<file path="config.mk">
export PLATFORM = sky130hd
export DESIGN_NAME = lps_sleep_ctrl
export DESIGN_NICKNAME = d
export VERILOG_FILES = /design/src/rtl/lps_pkg.sv /design/src/rtl/lps_entry_arb.sv /design/src/rtl/lps_wake_eval.sv /design/src/rtl/lps_event_latch.sv /design/src/rtl/lps_sleep_ctrl.sv
export SDC_FILE = /design/constraint.sdc
export NUM_CORES = 1
export LEC_CHECK = 0
export ABC_AREA = 1
export BUFFER_PORTS_ARGS = -buffer_cell sky130_fd_sc_hd__buf_2
export CAP_MARGIN = 20
export CORE_AREA = 10 10 47 49
export DETAILED_ROUTE_END_ITERATION = 10
export DIE_AREA = 0 0 57 59
export GPL_ROUTABILITY_DRIVEN = 0
export PLACE_DENSITY = 0.53
export SLEW_MARGIN = 0
export SYNTH_ARGS = -nofsm -noshare
export SYNTH_HDL_FRONTEND = slang
export SYNTH_SLANG_ARGS = --single-unit
export TNS_END_PERCENT = 30
</file>
<file path="constraint.sdc">
create_clock -name clk -period 2.9 [get_ports clk]
set_input_delay 0.87 -clock clk [delete_from_list [all_inputs] [get_ports clk]]
set_output_delay 0.87 -clock clk [all_outputs]
set_load 0.03 [all_outputs]
</file>
<file path="src/rtl/lps_pkg.sv">
package lps_pkg;

    typedef enum logic {
        MODE_RUN   = 1'b0,
        MODE_SLEEP = 1'b1
    } lp_mode_t;

    typedef enum logic [1:0] {
        ENT_NONE = 2'b00,
        ENT_WFI  = 2'b01,
        ENT_WFE  = 2'b10,
        ENT_EXIT = 2'b11
    } ent_kind_t;

endpackage

</file>
<file path="src/rtl/lps_entry_arb.sv">
module lps_entry_arb
    import lps_pkg::*;
(
    input  logic      in_run,
    input  logic      wfi_req,
    input  logic      wfe_req,
    input  logic      isr_ret,
    input  logic      deep_sel,
    input  logic      sleep_on_exit,
    input  logic      irq_hit,
    input  logic      evt_pend,
    output logic      go_sleep,
    output ent_kind_t go_kind,
    output logic      wfe_consume
);

    always_comb begin
        go_sleep    = 1'b0;
        go_kind     = ENT_NONE;
        wfe_consume = 1'b0;
        if (in_run && !deep_sel) begin
            if (wfi_req) begin
                if (!irq_hit) begin
                    go_sleep = 1'b1;
                    go_kind  = ENT_WFI;
                end
            end else if (wfe_req) begin
                if (evt_pend) begin
                    wfe_consume = 1'b1;
                end else begin
                    go_sleep = 1'b1;
                    go_kind  = ENT_WFE;
                end
            end else if (isr_ret) begin
                if (sleep_on_exit && !irq_hit) begin
                    go_sleep = 1'b1;
                    go_kind  = ENT_EXIT;
                end
            end
        end
    end

    // a single kind is chosen per cycle
    always_comb begin
        if (go_sleep) begin
            a_kind_valid_r12: assert (go_kind != ENT_NONE);
        end
    end

endmodule

</file>
<file path="src/rtl/lps_wake_eval.sv">
module lps_wake_eval
    import lps_pkg::*;
#(
    parameter int NIRQ = 8
) (
    input  logic            asleep,
    input  ent_kind_t       kind,
    input  logic            sev_on_pend,
    input  logic [NIRQ-1:0] irq_pend,
    input  logic [NIRQ-1:0] irq_en,
    input  logic            wake_evt,
    output logic            irq_hit,
    output logic            wake
);

    logic any_pend;

    assign irq_hit  = |(irq_pend & irq_en);
    assign any_pend = |irq_pend;

    always_comb begin
        wake = 1'b0;
        if (asleep) begin
            unique case (kind)
                ENT_WFI, ENT_EXIT: wake = irq_hit;
                ENT_WFE:           wake = wake_evt | (sev_on_pend & any_pend);
                ENT_NONE:          wake = 1'b1;
            endcase
        end
    end

endmodule

</file>
<file path="src/rtl/lps_event_latch.sv">
module lps_event_latch (
    input  logic clk,
    input  logic rst_n,
    input  logic wake_evt,
    input  logic consume,
    input  logic absorb,
    output logic evt_pend
);

    logic evt_q;

    assign evt_pend = evt_q | wake_evt;

    always_ff @(posedge clk) begin
        if (!rst_n) begin
            evt_q <= 1'b0;
        end else if (consume || absorb) begin
            evt_q <= 1'b0;
        end else begin
            evt_q <= evt_pend;
        end
    end

endmodule

</file>
<file path="src/rtl/lps_sleep_ctrl.sv">
module lps_sleep_ctrl
    import lps_pkg::*;
#(
    parameter int NIRQ = 8
) (
    input  logic            clk,
    input  logic            rst_n,
    input  logic            wfi_req,
    input  logic            wfe_req,
    input  logic            isr_ret,
    input  logic            deep_sel,
    input  logic            sleep_on_exit,
    input  logic            sev_on_pend,
    input  logic [NIRQ-1:0] irq_pend,
    input  logic [NIRQ-1:0] irq_en,
    input  logic            wake_evt,
    output logic            mode_o,
    output logic            core_clk_en,
    output logic [1:0]      entry_kind
);

    lp_mode_t  state_q, state_d;
    ent_kind_t kind_q,  kind_d;
    logic      go_sleep, wfe_consume, wake, irq_hit, evt_pend;
    ent_kind_t go_kind;
    logic      asleep;

    assign asleep = (state_q == MODE_SLEEP);

    lps_wake_eval #(.NIRQ(NIRQ)) u_wake (
        .asleep      (asleep),
        .kind        (kind_q),
        .sev_on_pend (sev_on_pend),
        .irq_pend    (irq_pend),
        .irq_en      (irq_en),
        .wake_evt    (wake_evt),
        .irq_hit     (irq_hit),
        .wake        (wake)
    );

    lps_entry_arb u_arb (
        .in_run        (!asleep),
        .wfi_req       (wfi_req),
        .wfe_req       (wfe_req),
        .isr_ret       (isr_ret),
        .deep_sel      (deep_sel),
        .sleep_on_exit (sleep_on_exit),
        .irq_hit       (irq_hit),
        .evt_pend      (evt_pend),
        .go_sleep      (go_sleep),
        .go_kind       (go_kind),
        .wfe_consume   (wfe_consume)
    );

    lps_event_latch u_evt (
        .clk      (clk),
        .rst_n    (rst_n),
        .wake_evt (wake_evt),
        .consume  (wfe_consume),
        .absorb   (asleep && (kind_q == ENT_WFE)),
        .evt_pend (evt_pend)
    );

    // next-state: entry and exit transitions
    always_comb begin
        state_d = state_q;
        kind_d  = kind_q;
        unique case (state_q)
            MODE_RUN: begin
                if (go_sleep) begin
                    state_d = MODE_SLEEP;
                    kind_d  = go_kind;
                end
            end
            MODE_SLEEP: begin
                if (wake) begin
                    state_d = MODE_RUN;
                    kind_d  = ENT_NONE;
                end
            end
        endcase
    end

    // state register
    always_ff @(posedge clk) begin
        if (!rst_n) begin
            state_q <= MODE_RUN;
            kind_q  <= ENT_NONE;
        end else begin
            state_q <= state_d;
            kind_q  <= kind_d;
        end
    end

    // outputs
    always_comb begin
        mode_o      = state_q;
        entry_kind  = kind_q;
        core_clk_en = !asleep || wake;
    end

    p_gate_open_in_run_r9: assert property (@(posedge clk) disable iff (!rst_n)
        (mode_o == MODE_RUN) |-> core_clk_en);

    p_exit_clears_r9: assert property (@(posedge clk) disable iff (!rst_n)
        (mode_o == MODE_SLEEP && core_clk_en) |=> (mode_o == MODE_RUN && entry_kind == 2'b00));

    p_deep_blocks_r5: assert property (@(posedge clk) disable iff (!rst_n)
        (mode_o == MODE_RUN && deep_sel) |=> (mode_o == MODE_RUN));

    p_wfe_no_irq_wake_r7: assert property (@(posedge clk) disable iff (!rst_n)
        (mode_o == MODE_SLEEP && entry_kind == 2'b10 && !sev_on_pend && !wake_evt) |-> !core_clk_en);

    p_irq_wakes_r6: assert property (@(posedge clk) disable iff (!rst_n)
        (mode_o == MODE_SLEEP && entry_kind != 2'b10 && |(irq_pend & irq_en)) |-> core_clk_en);

    p_sleep_has_kind_r2: assert property (@(posedge clk) disable iff (!rst_n)
        (mode_o == MODE_SLEEP) |-> (entry_kind != 2'b00));

    p_hold_asleep_r10: assert property (@(posedge clk) disable iff (!rst_n)
        (mode_o == MODE_SLEEP && !core_clk_en) |=> (mode_o == MODE_SLEEP && $stable(entry_kind)));

endmodule

</file>
# After elaboration in Yosys (flattened, before gate mapping)
# Index checks and enable logic that the tools add are counted.
[word_totals]
regBits = 4
wordCells = 54
ram_bits = 0
inputBits = 25
output_inout_bits = 4
mem_bits_ro = 0
memories = 0
latch_bits = 0
[op_classes]
reduce_logical = 14
add_sub_neg = 0
order_cmp = 0
div_mod_pow = 0
shift = 0
eq_ne = 5
bitwise_logic = 6
mul = 0
mux = 26
[ops]
columns = ["operator", "n"]
rows = [
  ["two-way mux 2 bit", 8],
  ["OR reduction 8 bit", 2],
  ["two-way mux 1 bit", 15],
  ["bitwise AND 8 bit", 1],
  ["equality test 2 bit, second input constant", 2],
  ["case mux 2 bit (2 select lines)", 1],
  ["OR reduction 2 bit", 2],
  ["logical AND 1 bit", 3],
  ["logical NOT 1 bit", 3],
  ["case mux 1 bit (3 select lines)", 1],
  ["equality test 2 x 1 -> 1 bit, second input constant", 1],
  ["logical NOT 2 bit", 1],
  ["logical OR 1 bit", 2],
  ["!= test 2 x 1 -> 1 bit, second input constant", 1],
  ["!= test 2 bit, second input constant", 1],
  ["inverter 1 bit", 2],
  ["OR 1 bit", 2],
  ["case mux 1 bit (2 select lines)", 1],
  ["AND reduction 2 bit", 1],
  ["bitwise AND 1 bit", 1],
]

# Longest topological paths before layout
# Gate-level depths: netlist (run 1).
[depth]
ltp_word = 11
depth_mapped = 8
depth_no_buf = 8

# Cells and area by module
# Synthesis (run 1) repeated with hierarchy kept, for this count alone.
[hier_totals]
hier_cells = 74
area_unflattened_um2 = 386.6
[modules_own_cells]
columns = ["mod", "area_each_um2", "seq_area_each_um2", "cells_per_inst", "n_inst"]
rows = [
  ["lps_sleep_ctrl", 130.1, 60.1, 17, 1],
  ["lps_wake_eval", 123.9, 0.0, 30, 1],
  ["lps_entry_arb", 93.8, 0.0, 21, 1],
  ["lps_event_latch", 38.8, 20.0, 6, 1],
]

# Worst setup path before layout (run 1)
# OpenSTA, ideal clock, no wires.
[synth_path]
kind = "in2out"
from = "input irq_pend[6]"
to = "output core_clk_en"
path_buffers = 0
setup_slack_ns = 0.524
path_stages = 6
arrival_time_ns = 1.506
cell_sequence = "nand2_1 > nand2_1 > nor2_2 > nand3_1 > nand3_1 > nand2_1"
[synth_between]
elab_chain_len = 6
word_cells_on_any_way = 8
[synth_lines]
columns = ["element", "line_no", "text"]
rows = [
  ["from (decl)", "lps_sleep_ctrl.sv:14", "input logic [NIRQ-1:0] irq_pend,"],
  ["OR reduction 8 bit", "lps_wake_eval.sv:19", "assign any_pend = |irq_pend;"],
  ["bitwise AND 1 bit", "lps_wake_eval.sv:26", "ENT_WFE: wake = wake_evt | (sev_on_pend & any_pend);"],
  ["OR 1 bit", "lps_wake_eval.sv:26", ""],
  ["case mux 1 bit (3 select lines) *", "lps_wake_eval.sv:24", "unique case (kind)"],
  ["two-way mux 1 bit *", "lps_wake_eval.sv:23", "if (asleep) begin"],
  ["logical OR 1 bit *", "lps_sleep_ctrl.sv:99", "core_clk_en = !asleep || wake;"],
  ["to (decl)", "lps_sleep_ctrl.sv:18", "output logic core_clk_en,"],
]
# Mark *: on every way between the ends. The rest lies on a longest branch, timed or not.

# Final worst setup path (run 1)
[layout_path]
from = "input irq_pend[1]"
to = "output core_clk_en"
# The elaborated chain is that of the path after synthesis.

==> results.tsv, run 1 <==
stage	metric	value	unit
die	I/O pin total	29	
global_route	initial antenna violation count	0	
yosys	Seq cells post-synth	4	
clocking	clock slew at reported path FFs	0.04	ns
placed_design	buffers added on ports	28	
detailed_routing	Iter 0 DRT Violations	3	
die	DIE AREA	3360	um^2
layout	layout cells sized above 1	0.427	
yosys	top-area cell type share of the netlist area	0.253	
die	die height	59	um
yosys	Synth cell types	10	
detailed_routing	vias	449	
yosys	Post-Synthesis Net Count	83	
sta	Max Clk Rate	384	MHz
global_route	grt ovf	0	
power	P_int	126	uW
power	switching share of power	0.273	
power	worst vdd ir	0.142	mV
sta	Tmin final	2.61	ns
clocking	Worst-Skew Late Latency	0.23	ns
power	switching power of the nets	47.2	uW
clocking	CTS sink count	4	
detailed_routing	number of nets with antenna violations after routing	0	
die	row count	14	
die	core area	1400	um^2
sta	clk_skew	0.00210	ns
die	Initial Utilization	0.226	
worst_setup_path	Critical Path RT	2.03	ns
yosys	syn_area_per_cell	5.46	um^2
layout	Finished Cell Area	499	um^2
die	die width	57	um
global_route	first-pass GRT wire length	1660	um
detailed_routing	wire per inst	10.2	um
hold_path	worst hold path type	flip-flop to flip-flop	
clocking	Num CTS Buffers	3	
layout	Antenna diodes	0	
clocking	Max clock buf depth	2	
power	PD cells	346	nW/um^2
worst_setup_path	Worst Path Arrival	1.74	ns
sta	setup TNS	0	ns
global_route	largest net degree at the start of global routing	6	
clocking	# resized after CTS	0	
yosys	Seq/Total Area, Yosys	0.253	
power	Combinational Power Share	0.267	
clocking	CTS tree	built	
worst_setup_path	kind of critical path	input pin to primary output	
sta	RSZ-0062 raised after global routing	no	
layout	most frequent cells in the layout	buf_2, nand2_1, nor2_1	
sta	endpoints failing setup	0	
detailed_routing	Avg Vias per Cell	4.28	
sta	Final Max Slew Viols	0	
layout	fin nets	116	
yosys	largest area contributor in the netlist	dfxtp_1	
clocking	Post-CTS Setup Inserts	0	
placed_design	hpwl dp	986	um
detailed_routing	TritonRoute pass-1 iters	2	
power	clock network fraction of total power	0.385	
sta	Final Cycle Share	0.899	
clocking	root buf cell	clkbuf_4	
outcome	status	finished clean	
yosys	cells after synthesis	58	
clocking	htree depth	1	
layout	commonest non-fill, non-tap cell in the layout	buf_2	
power	sequential share of power	0.348	
worst_setup_path	Critical Path Source Type	input pin	
power	leak pwr	0.262	nW
worst_setup_path	crit path capture type	primary output	
yosys	Mapped Area	317	um^2
run	max cap viols	0	
detailed_routing	DRC	0	
worst_setup_path	CP Max Fanout	3	
sta	Worst-Margin Slew	0.210	ns
yosys	Ys Warns	0	
clocking	hold_buf cts	0	
detailed_routing	drt total wl	1070	um
sta	Slew HR	0.858	
layout	Area Growth Syn to Fin	57.7	%
placed_design	Post-DP Area	477	um^2
global_route	GRT Resource Usage Total	0.0619	
yosys	Synth area leaders	dfxtp_1, nand2_1, nor2_1, nand3_1, nor2_2	
sta	final-report hold violation count	0	
global_route	number of global-route vias before repair	435	
## power groups by stage
stage	combinational, mW	clock, mW	sequential, mW
6_report	0.0461	0.0665	0.0601
2_1_floorplan	0.0212	0	0.0637
5_1_grt	0.0526	0.0732	0.0605
4_1_cts	0.0469	0.0714	0.0601
3_3_place_gp	0.0462	0	0.0610
3_5_place_dp	0.0467	0	0.0610
## registers in the layout (all words and copies together) (netlist names)
register and cells:
u_evt.evt_q 1, entry_kind 2, mode_o 1
## metal layers
metal | wire [um] | vias to the layer above | track usage
met1 | 431 | 187 | 0.0608
met5 | 0 | - | 0
met4 | 0 | 0 | 0.0403
met2 | 499 | 17 | 0.0915
li1 | - | 245 | -
met3 | 141 | 0 | 0.0451
## synth_stat cells
library cell,instances
a21oi_1,3
dfxtp_1,4
inv_1,6
nand2_1,18
nand2_2,2
nand3_1,7
nor2_1,11
nor2_2,5
nor4_1,1
o21ai_0,1
## final cells by class
cell class,count,area [um^2]
Clock buffer,3,22.5
Fill cell,175,902
Inverter,6,22.5
Multi-Input combinational cell,48,214
Sequential cell,4,80.1
Tap cell,16,20.0
Timing Repair Buffer,28,140
## critical path, stage by stage
cell     delay [ns]
buf_2          0.10
nor2_1         0.10
nand2_1        0.05
o21ai_0        0.17
nand2_1        0.07
nand3_1        0.11
nand2_1        0.08
buf_2          0.18
## final timing paths
| kind | start | cells past startpoint | slack, ns | to |
|---|---|---|---|---|
| hold / removal | entry_kind[1] | 2 | 0.50 | entry_kind[1] |
| setup / recovery | irq_pend[1] | 8 | 0.29 | core_clk_en |
| setup reg to reg | mode_o | 8 | 1.74 | entry_kind[1] |
| hold reg to reg | entry_kind[1] | 2 | 0.50 | entry_kind[1] |
## per-stage QoR
stage	power (mW)	cells	hold WS (ns)	setup WS, ns	utilization
2_1_floorplan	0.0849	58	0.491	0.524	-
3_3_place_gp	0.107	102	0.494	0.314	0.340
3_5_place_dp	0.108	102	0.509	0.306	0.340
4_1_cts	0.178	105	0.514	0.303	0.356
5_1_grt	0.186	105	0.543	0.190	0.356
6_report	0.173	105	0.503	0.294	0.356
## cell families (layout without fill, tap and decap cells)
logic type | Yosys count | after routing | share of synthesized area
and+or+nand+nor | 44 | 44 | 0.613
buffers and inverters | 6 | 37 | 0.0711
AOI/OAI and AO/OA | 4 | 4 | 0.0632
DFF | 4 | 4 | 0.253
No activity file was read; power rests on OpenSTA's default activity.
==> run 2, diff against run 1 <==
Settings changed: PLACE_DENSITY 0.53 to 0.58, SYNTH_HIERARCHICAL set to 1.
Clock period 2.9 ns to 3.3 ns, I/O delays scaled along.
==> run 2 against run 1 <==
  * Core utilization is 5.0 points higher
  * Final cell count is 15% higher
  * Cell area is 14% higher
  * Critical endpoint unchanged
  * Register-to-register slack better by 0.39 ns
  * Sequential share of layout area is 2.0 points lower
  * Synthesized cell count is 28% higher
  * Via count is 13% higher
  * Flip-flop and latch count stayed put
  * Synthesized area is 22% higher
  * Clock power is 6.6% lower
  * Largest power group unchanged
==> results.tsv, run 2 <==
stage	metric	value	unit	change
outcome	status	finished clean		
placed_design	Post-DP Area	547	um^2	+15%
placed_design	hpwl dp	1030	um	+4.2%
yosys	Ys Warns	6		+6
sta	Tmin final	2.95	ns	
sta	setup TNS	0	ns	unchanged
clocking	root buf cell	clkbuf_4		
yosys	number of flops mapped to enable cells by yosys	0		unchanged
clocking	htree depth	1		unchanged
yosys	syn_area_per_cell	5.22	um^2	-4.3%
sta	Final Cycle Share	0.894		
worst_setup_path	Worst Path Arrival	1.96	ns	+0.22 ns
placed_design	buffers added on ports	28		unchanged
clocking	clock slew at reported path FFs	0.04	ns	about the same
detailed_routing	drt total wl	1140	um	+6.7%
clocking	hold_buf cts	0		unchanged
yosys	Synth area leaders	nand2_1, dfxtp_1, nor2_1, inv_1, a21oi_2		
die	row count	14		unchanged
layout	Finished Cell Area	569	um^2	+14%
detailed_routing	highest metal used	met3		
layout	fill count	175		unchanged
clocking	Post-CTS Setup Inserts	0		unchanged
yosys	Top FF cell, synth	dfxtp_1		
detailed_routing	wire length on met3	123	um	-13%
layout	FF+latch area	80.1	um^2	unchanged
die	die height	59	um	unchanged
layout	area occupied by multi-input gates	262	um^2	+22%
detailed_routing	Avg Vias per Cell	4.18		-2.2%
die	Initial Utilization	0.276		+0.0500
worst_setup_path	Most Frequent Cell on Critical Path	nand2_1		
yosys	most common cell in the netlist	nand2_1		
worst_setup_path	CP max stage cell	or2_4		
power	leak pwr	0.331	nW	+26%
yosys	Mapped Area	387	um^2	+22%
layout	most frequent cells in the layout	buf_2, nand2_1, nor2_1		
die	die width	57	um	unchanged
yosys	Seq/Total Area, Yosys	0.207		-0.0458
detailed_routing	Metal-1 WL	515	um	+19%
worst_setup_path	kind of critical path	input pin to primary output		
yosys	Seq cells post-synth	4		unchanged
worst_setup_path	kind of cell adding the most delay to the critical path	simple AND/OR/NAND/NOR gates		
layout	layout cells sized above 1	0.381		-0.0460
detailed_routing	Iter 0 DRT Violations	8		+5
yosys	cells after synthesis	74		+28%
global_route	first-pass GRT wire length	1930	um	+16%
clocking	CTS tree	built		
power	PD cells	293	nW/um^2	-15%
sta	Max Clk Rate	339	MHz	
yosys	async set or reset register ratio after synthesis	0		unchanged
global_route	grt ovf	0		unchanged
worst_setup_path	CP Max Fanout	2		-1
yosys	Synth cell types	12		+2
global_route	GRT Resource Usage Total	0.0679		+0.00606
worst_setup_path	crit path capture type	primary output		
worst_setup_path	Buf+Inv Stages, Crit Path	2		unchanged
power	Final Power	167	uW	-3.5%
sta	final-report hold violation count	0		unchanged
layout	commonest non-fill, non-tap cell in the layout	buf_2		
yosys	Post-Synthesis Net Count	99		+19%
die	I/O pin total	29		unchanged
clocking	Num CTS Buffers	3		unchanged
detailed_routing	TritonRoute pass-1 iters	3		+1
yosys	top-area cell type share of the netlist area	0.262		+0.00917
sta	Final Max Slew Viols	0		unchanged
detailed_routing	wire per inst	9.45	um	-7.4%
worst_setup_path	Critical Path Source Type	input pin		
detailed_routing	vias	506		+13%
detailed_routing	number of nets with antenna violations after routing	0		unchanged
layout	Antenna diodes	0		unchanged
detailed_routing	met2 WL	505	um	+1.2%
yosys	largest area contributor in the netlist	nand2_1		
power	worst vdd ir	0.170	mV	+20%
global_route	largest net degree at the start of global routing	7		+1
clocking	Max clock buf depth	2		unchanged
global_route	number of global-route vias before repair	527		+21%
sta	final setup margin	0.350	ns	+0.0562 ns
worst_setup_path	Crit path largest cell delay	0.25	ns	+0.07 ns
die	DIE AREA	3360	um^2	unchanged
sta	Worst-Margin Slew	0.190	ns	-0.0201 ns
clocking	# resized after CTS	0		unchanged
sta	Slew HR	0.873		+0.0145
worst_setup_path	flop2flop setup slack	2.13	ns	+0.39 ns
sta	clk_skew	0.00742	ns	+0.00532 ns
clocking	Worst-Skew Late Latency	0.24	ns	about the same
sta	RSZ-0062 raised after global routing	no		
worst_setup_path	Critical Path RT	2.31	ns	+0.28 ns
hold_path	worst hold path type	flip-flop to flip-flop		
layout	Area Growth Syn to Fin	47.2	%	
detailed_routing	DRC	0		unchanged
die	core area	1400	um^2	unchanged
run	max cap viols	0		unchanged
sta	endpoints failing setup	0		unchanged
global_route	initial antenna violation count	0		unchanged
placed_design	Post-Place Setup Slack	0.335	ns	+0.0292 ns
layout	max reg flops	2		unchanged
yosys	top cells by count, synth	nand2_1, nor2_1, inv_1		
layout	fin nets	132		+14%
worst_setup_path	crit-path cells	buf_2 -> nand2_1 -> nand2_1 -> nor2_2 -> nand3_2 -> nand2_1 -> nor2_1 -> or2_4 -> buf_2		
clocking	CTS sink count	4		unchanged
-- run 2: layout make-up --
cell class,count,share of cell area
repair buffers,28,0.246
flip-flops and latches,4,0.141
well taps,16,0.0352
multi-input cells,58,0.459
inverters,12,0.0791
clock buffers,3,0.0396
-- run 2: final timing paths --
| check | startpoint | to | cells after the start |
|---|---|---|---|
| max | irq_pend[6] | core_clk_en | 9 |
| max reg2reg | mode_o | entry_kind[1] | 8 |
| min | u_evt/evt_q | u_evt/evt_q | 2 |
| min reg2reg | u_evt/evt_q | u_evt/evt_q | 2 |
-- run 2: report_power, final --
| group | leakage (nW) | total, mW | internal, mW | switching, mW |
|---|---|---|---|---|
| Combinational | 0.284 | 0.0516 | 0.0227 | 0.0289 |
| Clock | 0.0138 | 0.0621 | 0.0408 | 0.0213 |
| Sequential | 0.0327 | 0.0530 | 0.0510 | 0.00204 |
| Total | 0.331 | 0.167 | 0.114 | 0.0523 |
-- run 2: metal layers --
layer  track usage  vias up
li1              -      285
met1        0.0751      198
met2         0.105       23
met3        0.0429        0
met4        0.0201        0
met5             0        -
-- run 2: worst min-delay path, cell delays in order (launching register included) --
cell and delay (ns):
dfxtp_1 0.30, nor2_1 0.05, nor2_1 0.08
-- run 2: through the flow --
stage / utilization / instances / hold slack, ns
global route: 0.406 / 121 / 0.490
global placement: 0.390 / 118 / 0.460
floorplan: - / 74 / 0.436
finish: 0.406 / 121 / 0.461
detailed placement: 0.390 / 118 / 0.457
CTS: 0.406 / 121 / 0.468
-- run 2: cells by family after synthesis --
| kind of cell | count (synthesis) | share of synthesized area |
|---|---|---|
| DFF | 4 | 0.207 |
| buffers and inverters | 12 | 0.116 |
| and+or+nand+nor | 53 | 0.583 |
| AOI/OAI and AO/OA | 5 | 0.0939 |
